`src/rtl/dbgArbPkg.sv`:
```
package dbgArbPkg;

  typedef enum logic [1:0] {
    ST_IDLE   = 2'd0,
    ST_WAIT   = 2'd1,
    ST_ACCESS = 2'd2,
    ST_DONE   = 2'd3
  } arbState_t;

  // control -> datapath strobes
  typedef struct packed {
    logic startReq;
    logic stepWait;
    logic loadFree;
    logic loadForce;
    logic stepAccess;
  } arbStrobe_t;

  // datapath -> control flags
  typedef struct packed {
    logic waitLast;
    logic extraZero;
    logic accessLast;
  } arbStatus_t;

endpackage

```
`src/rtl/dbgArbDatapath.sv`:
```
module dbgArbDatapath
  import dbgArbPkg::*;
#(
  parameter int TIMEOUT = 128,
  parameter int LEN_W   = 4
) (
  input  logic             clk,
  input  logic             rstN,
  input  arbStrobe_t       strobe,
  input  logic [LEN_W-1:0] opLen,
  output arbStatus_t       status
);
  localparam int WAIT_W = (TIMEOUT > 1) ? $clog2(TIMEOUT) : 1;
  localparam int CNT_W  = LEN_W + 1;
  localparam logic [WAIT_W-1:0] WAIT_END = WAIT_W'(TIMEOUT - 1);

  logic [WAIT_W-1:0] waitCnt;
  logic [LEN_W-1:0]  extraLen;
  logic [CNT_W-1:0]  leftCnt;

  always_ff @(posedge clk) begin
    if (!rstN) begin
      waitCnt  <= '0;
      extraLen <= '0;
      leftCnt  <= '0;
    end else begin
      if (strobe.startReq) begin
        waitCnt  <= '0;
        extraLen <= opLen;
      end else if (strobe.stepWait) begin
        waitCnt <= waitCnt + 1'b1;
      end

      if (strobe.loadFree)
        leftCnt <= {1'b0, extraLen};
      else if (strobe.loadForce)
        leftCnt <= {1'b0, extraLen} + 1'b1;
      else if (strobe.stepAccess)
        leftCnt <= leftCnt - 1'b1;
    end
  end

  always_comb begin
    status.waitLast   = (waitCnt == WAIT_END);
    status.extraZero  = (extraLen == '0);
    status.accessLast = (leftCnt == CNT_W'(1));
  end

endmodule

```
`src/rtl/dbgArbControl.sv`:
```
module dbgArbControl
  import dbgArbPkg::*;
(
  input  logic       clk,
  input  logic       rstN,
  input  logic       dbgReq,
  input  logic       cpuIdle,
  input  logic       bgActive,
  input  arbStatus_t status,
  output arbStrobe_t strobe,
  output logic       dbgGrant,
  output logic       cpuFreeze,
  output logic       dbgDone
);
  arbState_t state, nextState;
  logic slotFree;

  assign slotFree = cpuIdle | bgActive;

  always_ff @(posedge clk) begin
    if (!rstN) state <= ST_IDLE;
    else       state <= nextState;
  end

  always_comb begin
    nextState = state;
    strobe    = '0;
    dbgGrant  = 1'b0;
    cpuFreeze = 1'b0;
    dbgDone   = 1'b0;
    case (state)
      ST_IDLE: begin
        if (dbgReq) begin
          strobe.startReq = 1'b1;
          nextState       = ST_WAIT;
        end
      end
      ST_WAIT: begin
        if (slotFree) begin
          dbgGrant = 1'b1;
          if (status.extraZero) begin
            nextState = ST_DONE;
          end else begin
            strobe.loadFree = 1'b1;
            nextState       = ST_ACCESS;
          end
        end else if (status.waitLast) begin
          strobe.loadForce = 1'b1;
          nextState        = ST_ACCESS;
        end else begin
          strobe.stepWait = 1'b1;
        end
      end
      ST_ACCESS: begin
        dbgGrant          = 1'b1;
        cpuFreeze         = 1'b1;
        strobe.stepAccess = 1'b1;
        if (status.accessLast) nextState = ST_DONE;
      end
      ST_DONE: begin
        dbgDone   = 1'b1;
        nextState = ST_IDLE;
      end
      default: nextState = ST_IDLE;
    endcase
  end

endmodule

```
`src/rtl/dbgSlotArb.sv`:
```
module dbgSlotArb
  import dbgArbPkg::*;
#(
  parameter int TIMEOUT = 128,
  parameter int LEN_W   = 4
) (
  input  logic             clk,
  input  logic             rstN,
  input  logic             dbgReq,
  input  logic [LEN_W-1:0] opLen,
  input  logic             cpuIdle,
  input  logic             bgActive,
  output logic             dbgGrant,
  output logic             cpuFreeze,
  output logic             dbgDone
);
  arbStrobe_t strobe;
  arbStatus_t status;

  dbgArbControl u_ctrl (
    .clk       (clk),
    .rstN      (rstN),
    .dbgReq    (dbgReq),
    .cpuIdle   (cpuIdle),
    .bgActive  (bgActive),
    .status    (status),
    .strobe    (strobe),
    .dbgGrant  (dbgGrant),
    .cpuFreeze (cpuFreeze),
    .dbgDone   (dbgDone)
  );

  dbgArbDatapath #(.TIMEOUT(TIMEOUT), .LEN_W(LEN_W)) u_dp (
    .clk    (clk),
    .rstN   (rstN),
    .strobe (strobe),
    .opLen  (opLen),
    .status (status)
  );

endmodule

```
`config.mk`:
```
export PLATFORM = sky130hd
export DESIGN_NAME = dbgSlotArb
export DESIGN_NICKNAME = d
export VERILOG_FILES = /design/src/rtl/dbgArbPkg.sv /design/src/rtl/dbgArbDatapath.sv /design/src/rtl/dbgArbControl.sv /design/src/rtl/dbgSlotArb.sv
export SDC_FILE = /design/constraint.sdc
export NUM_CORES = 1
export LEC_CHECK = 0
export ABC_AREA = 1
export BUFFER_PORTS_ARGS = -buffer_cell sky130_fd_sc_hd__buf_2
export CAP_MARGIN = 30
export CORE_AREA = 2 2 67 63
export DETAILED_ROUTE_END_ITERATION = 8
export DIE_AREA = 0 0 69 65
export PLACE_DENSITY = 0.51
export SLEW_MARGIN = 20
export SYNTH_ARGS = -nofsm -noshare
export SYNTH_HDL_FRONTEND = slang
export SYNTH_SLANG_ARGS = --single-unit
```
`constraint.sdc`:
```
create_clock -name clk -period 4.3 [get_ports clk]
set_input_delay 0.86 -clock clk [delete_from_list [all_inputs] [get_ports clk]]
set_output_delay 0.86 -clock clk [all_outputs]
set_load 0.005 [all_outputs]
```
==> results of run 1 <==
==> worst reg2reg max path, delay by kind of cell, from the launching register on <==
family	cells	cell delay, ps
and+or+nand+nor	5	760
DFF	1	450
adders and majority gates	1	210
AOI/OAI and AO/OA	1	120
buffers and inverters	2	110
==> logic make-up (layout without fill, tap and decap cells) <==
kind of cell / count (synthesis) / count (layout) / share of synthesized area, %
and+or+nand+nor: 66 / 66 / 27.5
AOI/OAI and AO/OA: 34 / 34 / 16.8
buffers and inverters: 32 / 45 / 11.1
DFF: 18 / 18 / 30.9
adders and majority gates: 10 / 10 / 10.7
xor gates and xnor gates: 4 / 4 / 3.01
==> power by group through the flow <==
stage	logic, mW	clock network [mW]	registers [mW]
floorplan	0.284	0	0.239
global placement	0.355	0	0.250
detailed placement	0.351	0	0.249
CTS	0.354	0.122	0.245
global route	0.407	0.126	0.251
finish	0.349	0.115	0.245
==> metrics by stage <==
| stage | power, mW | instances | setup WS (ps) |
|---|---|---|---|
| after floorplan | 0.523 | 164 | 2170 |
| after global placement | 0.605 | 222 | 1960 |
| after detailed placement | 0.599 | 222 | 1940 |
| after CTS | 0.721 | 225 | 1940 |
| after global routing | 0.784 | 225 | 1860 |
| final | 0.709 | 225 | 1950 |
==> area by class of cell <==
cell class / count / area share, %
tap: 48 / 4.58
timing repair buffer: 11 / 4.20
clock buffer: 3 / 3.15
multi-input combinational: 114 / 51.6
sequential: 18 / 27.5
inverter: 31 / 8.98
==> cells in the mapped netlist (2+ instances only) <==
master,instances
inv_1,29
nand2_1,21
dfxtp_1,18
nor2_1,17
nand3_1,15
o21ai_0,15
a21oi_1,13
ha_1,10
nand4_1,5
nand3_2,3
xor2_1,3
or2_2,2
==> sequential cells by signal, summed over array words and instances (netlist names) <==
signal / cells
u_ctrl.state: 2
u_dp.extraLen: 4
u_dp.leftCnt: 5
u_dp.waitCnt: 7
==> worst paths after layout <==
kind                                                endpoint  depth (start not counted)
worst min-delay path            u_dp.waitCnt[2]$_SDFFE_PP0P_                          2
worst max register to register  u_dp.leftCnt[1]$_SDFFE_PN0P_                          9
worst max-delay path                                dbgGrant                          5
worst min register to register  u_dp.waitCnt[2]$_SDFFE_PP0P_                          2
==> layer usage <==
layer | vias up | GRT usage (%)
li1 | 558 | -
met2 | 11 | 16.3
met1 | 428 | 14.9
met5 | - | 0
met3 | 4 | 1.71
met4 | 0 | 4.41
==> out/qor.yml, run 1 <==
synthesis:
  synth_top_area_cell: "dfxtp_1"
  yosysSeqAreaShare_pct: 30.9
  ys_ff_latch: 18
  netlist_area_um2: 1160
  async_flop_share_pct: 0
  avgSynthCellArea_um2: 7.10
  synthCells: 164
  synth_area_leaders: "dfxtp_1 (31%), ha_1 (11%), inv_1 (9.3%)"
  synth_cell_type_count: 25
  synth_top_area_share_pct: 30.9
  ys_warn_count: 0
  synth_ff_type: "dfxtp_1"
  syn-num-nets: 183
  synth_edf_count: 0
layout:
  multi_input_area_um2: 676
  regArea_um2: 360
  fin_nets: 198
  post-route-util_pct: 34.0
  fillers: 444
  final_common_cell: "inv_1"
  antennaDiodeCount: 0
  final_cell_area_um2: 1310
  layout_common_cells: "inv_1 (29), nand2_1 (21), dfxtp_1 (18)"
  drive_above_1_share_pct: 15.3
  area_growth_pct: 12.5
routing:
  top_layer: "met4"
  dr_wl_met3_um: 55
  route.detailed.drc: 0
  drt_iter0_markers: 31
  wirelength_met1_mm: 1.23
  dr.pass1.iters: 4
  route.met2.wl_um: 993
  vias_per_cell: 4.45
  routed_wirelength_mm: 2.30
  antenna_left: 0
  wl_per_cell_um: 10.2
  num_vias: 1001
timing:
  fin_crit_sh_pct: 54.7
  setup_tns_ps: 0
  grt_setup_unrepaired: "no"
  finalSetupViolations: 0
  max_slew_margin_pct: 79.0
  final_hold_viol_count: 0
  clock_skew_ps: 3.00
  finalCriticalPeriod_ps: 2350
  tightest_slew_ps: 313
  hold_slack_ps: 485
  max_freq_mhz: 425
  drv_slew: 0
cts:
  cts.sinks: 18
  postCtsResizedCells: 0
  postCtsSetupRepairBufs: 0
  cts_hold_buf: 0
  cts_root_buffer: "clkbuf_8"
  cts_tree: "done"
  clk_path_buf_depth: 2
  cts_made_buffers: 3
  insertion_delay_ps: 250
  clk_pin_slew_worst_paths_ps: 70
  h-tree-depth: 1
power_and_ir_drop:
  swShare_pct: 41.7
  p_leak_nw: 0.627
  comb_power_share_pct: 49.2
  peakVddDrop_v: 0.000181
  p_seq_share_pct: 34.6
  p_sw_mw: 0.296
  powerDensity_nw_per_um2: 541
  p_int_mw: 0.413
  pwr-share-clk_pct: 16.2
flow_run:
  drv_cap: 0
global_routing:
  grt_max_degree: 12
  antenna_found_initial: 0
  grt_overflow: 0
  first_global_vias: 878
  grt_usage_pct: 10.7
  grt_pass1_wl_mm: 3.93
critical_path:
  cp-startpoint: "bgActive"
  regToRegSetupSlack_ps: 2580
  cp_top_family: "simple AND/OR/NAND/NOR gates"
  crit_fanout: 3
  critical_path_arrival_ps: 1490
  path_class: "in2out"
  crit_chain: "buf_2 -> nor2_1 -> nor2_1 -> o21a_1 -> buf_2"
  slowest_stage: "nor2_1"
  rr_startpoint: "u_ctrl.state[0]$_SDFFE_PN0P_"
  critPathLaunchType: "input pin"
  critPathRequiredTime_ps: 3440
  end_kind: "output port"
  crit_buf_inv: 2
  max_stage_delay_ps: 250
floorplan:
  die_h_um: 65
  die_w_um: 69
  coreArea_um2: 3850
  die-area_um2: 4490
  io_pins: 12
  start_util_pct: 30.2
  rows: 22
placement:
  place_congestion: 0.734
  place_area_um2: 1270
  dp_hpwl_mm: 1.80
  portBuffers: 11
status:
  status: "finished clean"
min_path:
  hold_path.class: "reg2reg"
  min-delay-start: "u_dp.waitCnt[2]$_SDFFE_PP0P_"
No activity file was read; power rests on OpenSTA's default activity.
==> inputs of run 2 (changes only) <==
--- a/config.mk
+++ b/config.mk
@@ -5,7 +5,7 @@
 export SDC_FILE = /design/constraint.sdc
 export NUM_CORES = 1
 export LEC_CHECK = 0
-export ABC_AREA = 1
+export ABC_AREA = 0
 export BUFFER_PORTS_ARGS = -buffer_cell sky130_fd_sc_hd__buf_2
 export CAP_MARGIN = 30
 export CORE_AREA = 2 2 67 63
==> constraint.sdc (replaced) <==
create_clock -name clk -period 2.25 [get_ports clk]
set_input_delay 0.45 -clock clk [delete_from_list [all_inputs] [get_ports clk]]
set_output_delay 0.45 -clock clk [all_outputs]
set_load 0.005 [all_outputs]
==> out/qor.yml, run 2 <==
synthesis:
  syn-num-nets: 157  # -14%
  ys_ff_latch: 18  # unchanged
  synthTopCellsByCount: "dfxtp_1 (18), a21oi_1 (14), nand3_1 (14)"
  yosysSeqAreaShare_pct: 31.1  # +0.17 points
  synth_edf_count: 0  # unchanged
  synth_cell_type_count: 46  # +84%
  avgSynthCellArea_um2: 8.40  # +18%
  post-synth-top-count-cell: "dfxtp_1"
  async_flop_share_pct: 0  # unchanged
  synth_top_area_cell: "dfxtp_1"
  synth_ff_type: "dfxtp_1"
  ys_warn_count: 0  # unchanged
  netlist_area_um2: 1160  # -0.54%
  synth_area_leaders: "dfxtp_1 (31%), ha_1 (11%), a21oi_1 (6.0%)"
  synthCells: 138  # -16%
  synth_top_area_share_pct: 31.1  # +0.17 points
layout:
  top_regs: "u_dp.waitCnt: 7 flops, u_dp.leftCnt: 5 flops, u_dp.extraLen: 4 flops"
  layout_common_cells: "dfxtp_1 (18), nand3_1 (14), a21oi_1 (14)"
  final_common_cell: "dfxtp_1"
  fillers: 416  # -6.3%
  fin_nets: 170  # -14%
  largest_register: "u_dp.waitCnt"
  final_cells: 198  # -12%
  final_cell_area_um2: 1320  # +0.95%
  multi_input_area_um2: 751  # +11%
  area_growth_pct: 14.1
  regArea_um2: 360  # unchanged
  largest_register_ffs: 7  # unchanged
  antennaDiodeCount: 0  # unchanged
  drive_above_1_share_pct: 18.0  # +2.7 points
critical_path:
  reg2regPathDepth: 6  # -3
  critical_path_arrival_ps: 1560  # +70 ps
  cp.depth: 5  # unchanged
  path_class: "reg2out"
  crit_fanout: 8  # +5
  critPathLaunchType: "register"
  max_stage_delay_ps: 340  # +90 ps
  cp_top_family: "compound AO/OA/AOI/OAI gates"
  critPathRequiredTime_ps: 1800  # -1640 ps
  crit_chain: "inv_1 -> ha_1 -> o21ai_1 -> a21boi_0 -> buf_2"
  end_kind: "output port"
  crit_buf_inv: 2  # unchanged
  slowest_stage: "dfxtp_1"
placement:
  portBuffers: 11  # unchanged
  dp.cells: 194  # -13%
  place_congestion: 0.814  # +11%
  dp_hpwl_mm: 2.14  # +19%
  place_area_um2: 1260  # -0.30%
power_and_ir_drop:
  p_leak_nw: 0.478  # -24%
  peakVddDrop_v: 0.000470  # +160%
  p_total_mw: 1.36  # +92%
  powerDensity_nw_per_um2: 1030  # +90%
global_routing:
  grt_max_degree: 14  # +2
  grtUsageMet2_pct: 22.8  # +6.5 points
  grt_overflow: 0  # unchanged
  antenna_found_initial: 0  # unchanged
  grt_usage_pct: 13.8  # +3.2 points
  grt_pass1_wl_mm: 4.99  # +27%
  use_met1_pct: 17.6  # +2.7 points
  grt_busiest_layer: "met2"
  use_met3_pct: 3.27  # +1.6 points
  first_global_vias: 1057  # +20%
routing:
  routed_wirelength_mm: 2.74  # +19%
  dr.pass1.iters: 4  # unchanged
  wl_per_cell_um: 13.8  # +35%
  vias_per_cell: 5.32  # +20%
  drt_iter0_markers: 41  # +32%
  num_vias: 1054  # +5.3%
  route.detailed.drc: 0  # unchanged
  antenna_left: 0  # unchanged
timing:
  finalSetupViolations: 0  # unchanged
  grt_setup_unrepaired: "no"
  final_hold_viol_count: 0  # unchanged
  clock_skew_ps: 2.86  # -0.139 ps
  max_freq_mhz: 497
  fin_crit_sh_pct: 89.5
  max_slew_margin_pct: 77.3  # -1.8 points
  drv_slew: 0  # unchanged
  setup_tns_ps: 0  # unchanged
  finalCriticalPeriod_ps: 2010
  tightest_slew_ps: 336  # +23.0 ps
cts:
  clk_path_buf_depth: 2  # unchanged
  cts_tree: "done"
  cts_root_buffer: "clkbuf_8"
  cts_made_buffers: 3  # unchanged
  insertion_delay_ps: 260  # about the same
  h-tree-depth: 1  # unchanged
  cts.sinks: 18  # unchanged
  clk_pin_slew_worst_paths_ps: 70  # about the same
floorplan:
  die-area_um2: 4490  # unchanged
  io_pins: 12  # unchanged
  coreArea_um2: 3850  # unchanged
  die_w_um: 69  # unchanged
  rows: 22  # unchanged
  start_util_pct: 30.1  # -0.16 points
  die_h_um: 65  # unchanged
min_path:
  hold_depth: 3  # +1
  hold_path.class: "in2reg"
status:
  status: "finished clean"
flow_run:
  drv_cap: 0  # unchanged
## run 2: cell count changes after synthesis, moves of 3 or more
cell,change
nor2_1,-11
nand3_2,-3
nand4_1,-4
o21ai_0,-11
inv_1,-21
nand2_1,-10
xnor2_1,+4
nor4_1,+3
## run 2: through the flow
| stage | hold slack [ps] | utilization [%] | setup slack [ps] |
|---|---|---|---|
| finish | 436 | 34.3 | 236 |
| global route | 440 | 34.3 | 80.9 |
| CTS | 431 | 34.3 | 125 |
| detailed placement | 479 | 32.8 | 374 |
| global placement | 471 | 32.8 | 428 |
| floorplan | 454 | - | 437 |
## run 2: final cells by class
class                   count  area share (%)
multi-input cells         107            56.8
flip-flops and latches     18            27.2
repair buffers             12            4.73
well taps                  48            4.54
clock buffers               4            4.16
inverters                   9            2.55
## run 2: metal layers
metal | wire length, um | part of all wire (%)
met1 | 1360 | 50
met2 | 1240 | 45
met3 | 82 | 3.0
met4 | 48 | 1.8
met5 | 0 | 0
## run 2: kinds of logic (layout without fill, tap and decap cells)
family | count (synthesis) | count (layout) | synth area share [%]
fa+ha+maj | 10 | 10 | 10.8
flops | 18 | 18 | 31.1
simple gates | 52 | 52 | 25.7
compound gates | 35 | 35 | 20.1
buf+inv | 13 | 25 | 4.32
xor+xnor | 8 | 8 | 6.05
mux | 2 | 2 | 1.94
## run 2: final timing paths
path	end	slack [ps]	start
min	u_dp.extraLen[0]$_SDFFE_PN0P_	440	opLen[0]
max	dbgGrant	240	u_ctrl.state[1]$_SDFFE_PN0P_
min reg2reg	u_dp.waitCnt[1]$_SDFFE_PP0P_	480	u_dp.waitCnt[1]$_SDFFE_PP0P_
max reg2reg	u_dp.waitCnt[5]$_SDFFE_PP0P_	350	u_ctrl.state[1]$_SDFFE_PN0P_
## run 2: what timing repair did
action                                 4_1_cts  5_1_grt
setup endpoints to repair                    0        1
hold buffers                                 0        0
gates resized for setup                      0        2
buffers inserted                             0        0
endpoints found under the hold margin        0        0
## run 2: worst reg2reg max path, delay by kind of cell, from the launching register on
kind | cells | cell delay (ps)
DFF | 1 | 340
AOI/OAI and AO/OA | 2 | 290
buffers and inverters | 1 | 110
and+or+nand+nor | 2 | 790
adders and majority gates | 1 | 300
## run 2: where the power goes
| group | switching [mW] | total (mW) | leakage (nW) | internal [mW] |
|---|---|---|---|---|
| clock network | 0.117 | 0.273 | 0.0288 | 0.156 |
| registers | 0.0794 | 0.469 | 0.146 | 0.389 |
| logic | 0.332 | 0.617 | 0.303 | 0.286 |
| total | 0.528 | 1.36 | 0.478 | 0.831 |
